File: config.mk
export PLATFORM = sky130hd
export DESIGN_NAME = dma_parity_evt_regs
export DESIGN_NICKNAME = d
export VERILOG_FILES = /design/src/rtl/pe_pkg.sv /design/src/rtl/pe_ctrl_reg.sv /design/src/rtl/pe_flag_bank.sv /design/src/rtl/pe_read_port.sv /design/src/rtl/dma_parity_evt_regs.sv
export SDC_FILE = /design/constraint.sdc
export NUM_CORES = 1
export LEC_CHECK = 0
export ABC_AREA = 1
export BUFFER_PORTS_ARGS = -buffer_cell sky130_fd_sc_hd__buf_2
export CAP_MARGIN = 10
export CORE_MARGIN = 2
export CORE_UTILIZATION = 52
export DETAILED_ROUTE_END_ITERATION = 8
export PLACE_DENSITY = 0.84
export SYNTH_ARGS = -nofsm -noshare
export SYNTH_HDL_FRONTEND = slang
export SYNTH_HIERARCHICAL = 1
export SYNTH_SLANG_ARGS = --single-unit
File: constraint.sdc
create_clock -name clk -period 3.6 [get_ports clk]
set_input_delay 0.9 -clock clk [delete_from_list [all_inputs] [get_ports clk]]
set_output_delay 0.9 -clock clk [all_outputs]
set_load 0.05 [all_outputs]
File: src/rtl/pe_pkg.sv
package pe_pkg;
  localparam int unsigned DATA_W     = 32;
  localparam int unsigned KEY_W      = 4;
  localparam int unsigned STAT_BIT   = 16;
  localparam int unsigned CTRL_OFS   = 'h340;
  localparam int unsigned FLAG_OFS   = 'h344;
  localparam logic [KEY_W-1:0] KEY_RESET = 4'hA;
  localparam logic [KEY_W-1:0] KEY_OFF   = 4'h5;
  typedef logic [KEY_W-1:0]  key_t;
  typedef logic [DATA_W-1:0] word_t;
endpackage

File: src/rtl/pe_ctrl_reg.sv
module pe_ctrl_reg
  import pe_pkg::*;
(
  input  logic clk,
  input  logic rst,
  input  logic wr_ctrl,
  input  logic priv,
  input  key_t wr_key,
  input  logic wr_stat_clr,
  input  logic err_any,
  output key_t key,
  output logic status,
  output logic det_en
);
  logic stat_set;

  assign det_en   = (key != KEY_OFF);
  assign stat_set = det_en && err_any;

  always_ff @(posedge clk) begin
    if (rst) begin
      key    <= KEY_RESET;
      status <= 1'b0;
    end else begin
      if (wr_ctrl && priv)
        key <= wr_key;
      if (stat_set)
        status <= 1'b1;
      else if (wr_ctrl && wr_stat_clr)
        status <= 1'b0;
    end
  end

  // key is guarded by the privilege qualifier
  a_r3_key_guard: assert property (@(posedge clk) disable iff (rst)
    !(wr_ctrl && priv) |=> $stable(key));
  // status only drops after a write of 1 to its bit
  a_r6_status_clear_src: assert property (@(posedge clk) disable iff (rst)
    $fell(status) |-> $past(wr_ctrl && wr_stat_clr));
  // an enabled event always leaves status set
  a_r9_status_set_wins: assert property (@(posedge clk) disable iff (rst)
    (det_en && err_any) |=> status);
endmodule

File: src/rtl/pe_flag_bank.sv
module pe_flag_bank #(
  parameter int unsigned NCH = 32
) (
  input  logic           clk,
  input  logic           rst,
  input  logic           det_en,
  input  logic [NCH-1:0] chan_err,
  input  logic           clr_wr,
  input  logic [NCH-1:0] clr_mask,
  output logic [NCH-1:0] flags
);
  logic [NCH-1:0] set_vec;

  generate
    for (genvar n = 0; n < NCH; n++) begin : g_chan
      assign set_vec[n] = det_en & chan_err[n];
      always_ff @(posedge clk) begin
        if (rst)
          flags[n] <= 1'b0;
        else if (set_vec[n])
          flags[n] <= 1'b1;
        else if (clr_wr && clr_mask[n])
          flags[n] <= 1'b0;
      end
    end
  endgenerate

  // every enabled event is pending on the next cycle
  a_r5_event_sets: assert property (@(posedge clk) disable iff (rst)
    1'b1 |=> ((flags & $past(set_vec)) == $past(set_vec)));
  // no new flag rises while detection is off
  a_r7_disabled_hold: assert property (@(posedge clk) disable iff (rst)
    !det_en |=> ((flags & ~$past(flags)) == '0));
  // no flag falls without a privileged clearing write
  a_r8_guarded_clear: assert property (@(posedge clk) disable iff (rst)
    !clr_wr |=> (($past(flags) & ~flags) == '0));
endmodule

File: src/rtl/pe_read_port.sv
module pe_read_port
  import pe_pkg::*;
#(
  parameter int unsigned NCH = 32
) (
  input  logic           clk,
  input  logic           rst,
  input  logic           sel_ctrl,
  input  logic           sel_flag,
  input  key_t           key,
  input  logic           status,
  input  logic [NCH-1:0] flags,
  output word_t          rdata
);
  word_t ctrl_word, flag_word, nxt;

  always_comb begin
    ctrl_word           = '0;
    ctrl_word[KEY_W-1:0] = key;
    ctrl_word[STAT_BIT] = status;
    flag_word           = '0;
    flag_word[NCH-1:0]  = flags;
    if (sel_ctrl)      nxt = ctrl_word;
    else if (sel_flag) nxt = flag_word;
    else               nxt = '0;
  end

  always_ff @(posedge clk) begin
    if (rst) rdata <= '0;
    else     rdata <= nxt;
  end

  // unmapped addresses return zero
  a_r11_unmapped_zero: assert property (@(posedge clk) disable iff (rst)
    !(sel_ctrl || sel_flag) |=> (rdata == '0));
endmodule

File: src/rtl/dma_parity_evt_regs.sv
module dma_parity_evt_regs
  import pe_pkg::*;
#(
  parameter int unsigned NCH    = 32,
  parameter int unsigned ADDR_W = 12
) (
  input  logic              clk,
  input  logic              rst,
  input  logic [ADDR_W-1:0] bus_addr,
  input  logic              bus_we,
  input  logic [31:0]       bus_wdata,
  input  logic              bus_priv,
  output logic [31:0]       bus_rdata,
  input  logic [NCH-1:0]    chan_err,
  output logic              irq
);
  localparam logic [ADDR_W-1:0] CTRL_A = ADDR_W'(CTRL_OFS);
  localparam logic [ADDR_W-1:0] FLAG_A = ADDR_W'(FLAG_OFS);

  logic sel_ctrl, sel_flag, det_en, status;
  key_t key;
  logic [NCH-1:0] flags;

  assign sel_ctrl = (bus_addr == CTRL_A);
  assign sel_flag = (bus_addr == FLAG_A);

  pe_ctrl_reg u_ctrl (
    .clk        (clk),
    .rst        (rst),
    .wr_ctrl    (bus_we && sel_ctrl),
    .priv       (bus_priv),
    .wr_key     (bus_wdata[KEY_W-1:0]),
    .wr_stat_clr(bus_wdata[STAT_BIT]),
    .err_any    (|chan_err),
    .key        (key),
    .status     (status),
    .det_en     (det_en)
  );

  pe_flag_bank #(.NCH(NCH)) u_flags (
    .clk     (clk),
    .rst     (rst),
    .det_en  (det_en),
    .chan_err(chan_err),
    .clr_wr  (bus_we && sel_flag && bus_priv),
    .clr_mask(bus_wdata[NCH-1:0]),
    .flags   (flags)
  );

  pe_read_port #(.NCH(NCH)) u_rd (
    .clk     (clk),
    .rst     (rst),
    .sel_ctrl(sel_ctrl),
    .sel_flag(sel_flag),
    .key     (key),
    .status  (status),
    .flags   (flags),
    .rdata   (bus_rdata)
  );

  assign irq = |flags;

  // irq only rises after a channel error pulse
  a_r10_irq_source: assert property (@(posedge clk) disable iff (rst)
    $rose(irq) |-> $past(|chan_err));
endmodule

==> summary.txt <==
Run status
  • Outcome: completed

STA
  • Post-route minimum period: 2.27 ns
  • # setup viols final: 0
  • Tcrit/Tclk final: 63.1%
  • Max Slew Vio Count: 0
  • Fmax: 0.440 GHz
  • Worst slew pin tran: 0.718 ns
  • Hold WS: 0.443 ns
  • Fin worst setup slack: 1.33 ns
  • Setup TNS: 0 ns
  • Unrepaired setup endpoints after global routing: no
  • Skew final: 0.0119 ns
  • Max-slew headroom: 52.1%
  • Final Hold Vio Count: 0

Worst setup path
  • Crit. End Element: output port
  • Setup CP Type: reg -> out
  • Maximum fanout along the worst path: 3
  • RR Endpoint: u_flags/flags[26]
  • Worst Setup Start Kind: flop
  • Critical Path RT: 2.70 ns
  • CP cell instances: nor2_1 -> and2_1 -> nand2_1 -> nor2_1 -> nand2_1 -> buf_2
  • Crit-path slowest cell: dfxtp_1
  • CP endpoint: irq
  • Crit path DAT: 1.37 ns
  • FF-to-FF path depth: 5
  • Worst setup startpoint: u_flags/flags[23]
  • CP max stage delay: 0.33 ns
  • Worst r2r src: u_ctrl/key[0]
  • Reg2reg setup slack: 2.28 ns

Synth
  • Post-synthesis sequential area ratio: 47.6%
  • Avg Cell Area, Syn: 6.97 µm²
  • Post-synth cell types: 20
  • Synth Register Bits: 69
  • Post-Synthesis Cells: 416
  • Cell Area, Synth: 2900 µm²
  • Post-synth net total: 496
  • YS warnings: 6
  • Synth top area cells: dfxtp_1, nand2_1, inv_1, nor2_1, a21oi_1
  • Leading area contributor after synthesis: dfxtp_1
  • Top-area cell type share of the netlist area: 47.6%

Routing
  • Initial DRC count: 133
  • Total Wirelength: 6.40 mm
  • Residual DRC: 0
  • First drt pass iteration count: 4
  • Via density: 4.55
  • WL/cell: 10.6 µm
  • Post-DRT Antenna Nets: 0
  • Via count: 2759

Clock network
  • Clock transition at path regs: 0.07 ns
  • Post-CTS Setup Inserts: 0
  • CTS tree: built
  • CTS buffer count: 9
  • Clock Root Buffer: clkbuf_8
  • Clock Sinks: 69
  • CTS resizes: 0
  • Clock Latency Late Sink: 0.34 ns
  • CTS max path bufs: 2
  • Htree depth: 3
  • CTS Hold Bufs: 0

Floorplan
  • Die ar.: 6190 µm²
  • I/O Pins: 113
  • Initial core utilization: 53.3%
  • Die W: 78.7 µm
  • Core footprint: 5440 µm²
  • Row count: 27
  • Die height: 78.7 µm

Global routing
  • Initial antenna violation count: 0
  • Vias in the first global route: 2499
  • First-pass GRT wire length: 10.6 mm
  • Congestion Overflow GR: 0
  • Total track usage: 21.9%
  • Largest net degree at the start of global routing: 37

Pwr
  • Leakage: 2.02 nW
  • Sw Ratio: 22.6%
  • Worst VDD drop: 0.314 mV
  • Combinational share of power: 8.1%
  • Pint: 0.00126 W
  • P per Cell Area: 442 nW/µm²
  • Switching power: 0.000369 W
  • Clock network power share: 42.4%
  • Sequential share of power: 49.5%

Layout
  • Nets: 609
  • Area grow syn2layout: 27.6%
  • Ratio of cells with drive above 1 in the final layout: 29.8%
  • Final Util: 68.0%
  • Antenna Diode Count: 0

Placed design
  • GPL Wtd Cong: 0.825
  • Hpwl dp: 4.64 mm
  • Port bufs: 112
  • Dpl ws: 1.26 ns

Hold path
  • Hold crit path type: reg -> reg

Run
  • Max-cap viol count: 0
[power groups by stage]
stage          logic [W]  clock network, W  registers (W)
3_3_place_gp    0.000128                 0       0.000826
5_1_grt         0.000154          0.000738       0.000814
6_report        0.000132          0.000692       0.000810
4_1_cts         0.000133          0.000707       0.000810
2_1_floorplan  0.0000719                 0       0.000821
3_5_place_dp    0.000132                 0       0.000827
[routing by layer]
layer  global-route usage, %  up-vias  part of all wire, %  wire length, µm
met3                    4.94        7                  7.0              445
met2                    37.7       85                   47             3020
met4                    7.89        0                  1.1               70
li1                        -     1458                    -                -
met5                       0        -                    0                0
met1                    26.7     1209                   45             2860
[how the worst min path moves through the flow]
stage | start | endpoint | slack [ns] | cells past startpoint
after floorplan | u_flags/flags[30] | u_rd/rdata[30] | 0.42 | 2
after global placement | u_flags/flags[30] | u_rd/rdata[30] | 0.43 | 2
after detailed placement | u_flags/flags[30] | u_rd/rdata[30] | 0.43 | 2
after CTS | u_flags/flags[30] | u_rd/rdata[30] | 0.44 | 2
after global routing | u_flags/flags[30] | u_rd/rdata[30] | 0.46 | 2
final | u_flags/flags[30] | u_rd/rdata[30] | 0.44 | 2
[sequential cells by signal (all words and copies together), names as in the netlist]
signal and flops:
u_flags/flags 32, u_rd/rdata 32, u_ctrl/status 1, u_ctrl/key 4
[kinds of logic (layout without fill, tap and decap cells)]
kind of cell           count (synthesis)  count (layout)  share of synthesized area [%]
buffers and inverters                 82             200                           12.2
flip-flops                            69              69                           47.6
AND/OR/NAND/NOR                      230             230                           33.6
AO/OA/AOI/OAI                         35              35                           6.56
[worst max-delay path: cells and delay by family, from the launching register on]
family	cells	cell delay [ns]
buffers and inverters	1	0.21
DFF	1	0.33
and+or+nand+nor	5	0.50
[cell type report]
class	instances	area (µm²)
Clock buffer	11	141
Clock inverter	5	82.6
Fill cell	487	1740
Inverter	71	268
Multi-Input combinational cell	265	1170
Sequential cell	69	1380
Tap cell	72	90.1
Timing Repair Buffer	113	568
[per-stage QoR]
| stage | area (µm²) | instances | total power, W |
|---|---|---|---|
| after global placement | 3470 | 590 | 0.000955 |
| after global routing | 3700 | 606 | 0.00170 |
| after CTS | 3700 | 606 | 0.00165 |
| after detailed placement | 3470 | 590 | 0.000959 |
| after floorplan | 2900 | 416 | 0.000893 |
| final | 3700 | 606 | 0.00163 |
[cell usage after synthesis, drive strengths merged]
| cell | count |
|---|---|
| nor3 | 1 |
| nor2 | 66 |
| nand2 | 145 |
| o21ai | 2 |
| buf | 10 |
| nand4 | 7 |
| inv | 70 |
| nand3 | 6 |
| a21oi | 33 |
| or2 | 1 |
| and2 | 4 |
| clkinv | 1 |
| clkbuf | 1 |
| dfxtp | 69 |
[layout by cell type (no fill, tap or decap), drive strengths merged]
master / netlist / routed
nand2: 145 / 145
buf: 10 / 113
inv: 70 / 71
dfxtp: 69 / 69
nor2: 66 / 66
a21oi: 33 / 33
clkbuf: 1 / 11
nand4: 7 / 7
nand3: 6 / 6
and2: 4 / 4
clkinv: 1 / 3
bufinv: 0 / 2
o21ai: 2 / 2
or2: 1 / 1
nor3: 1 / 1
Power figures use the tool's default switching activity.
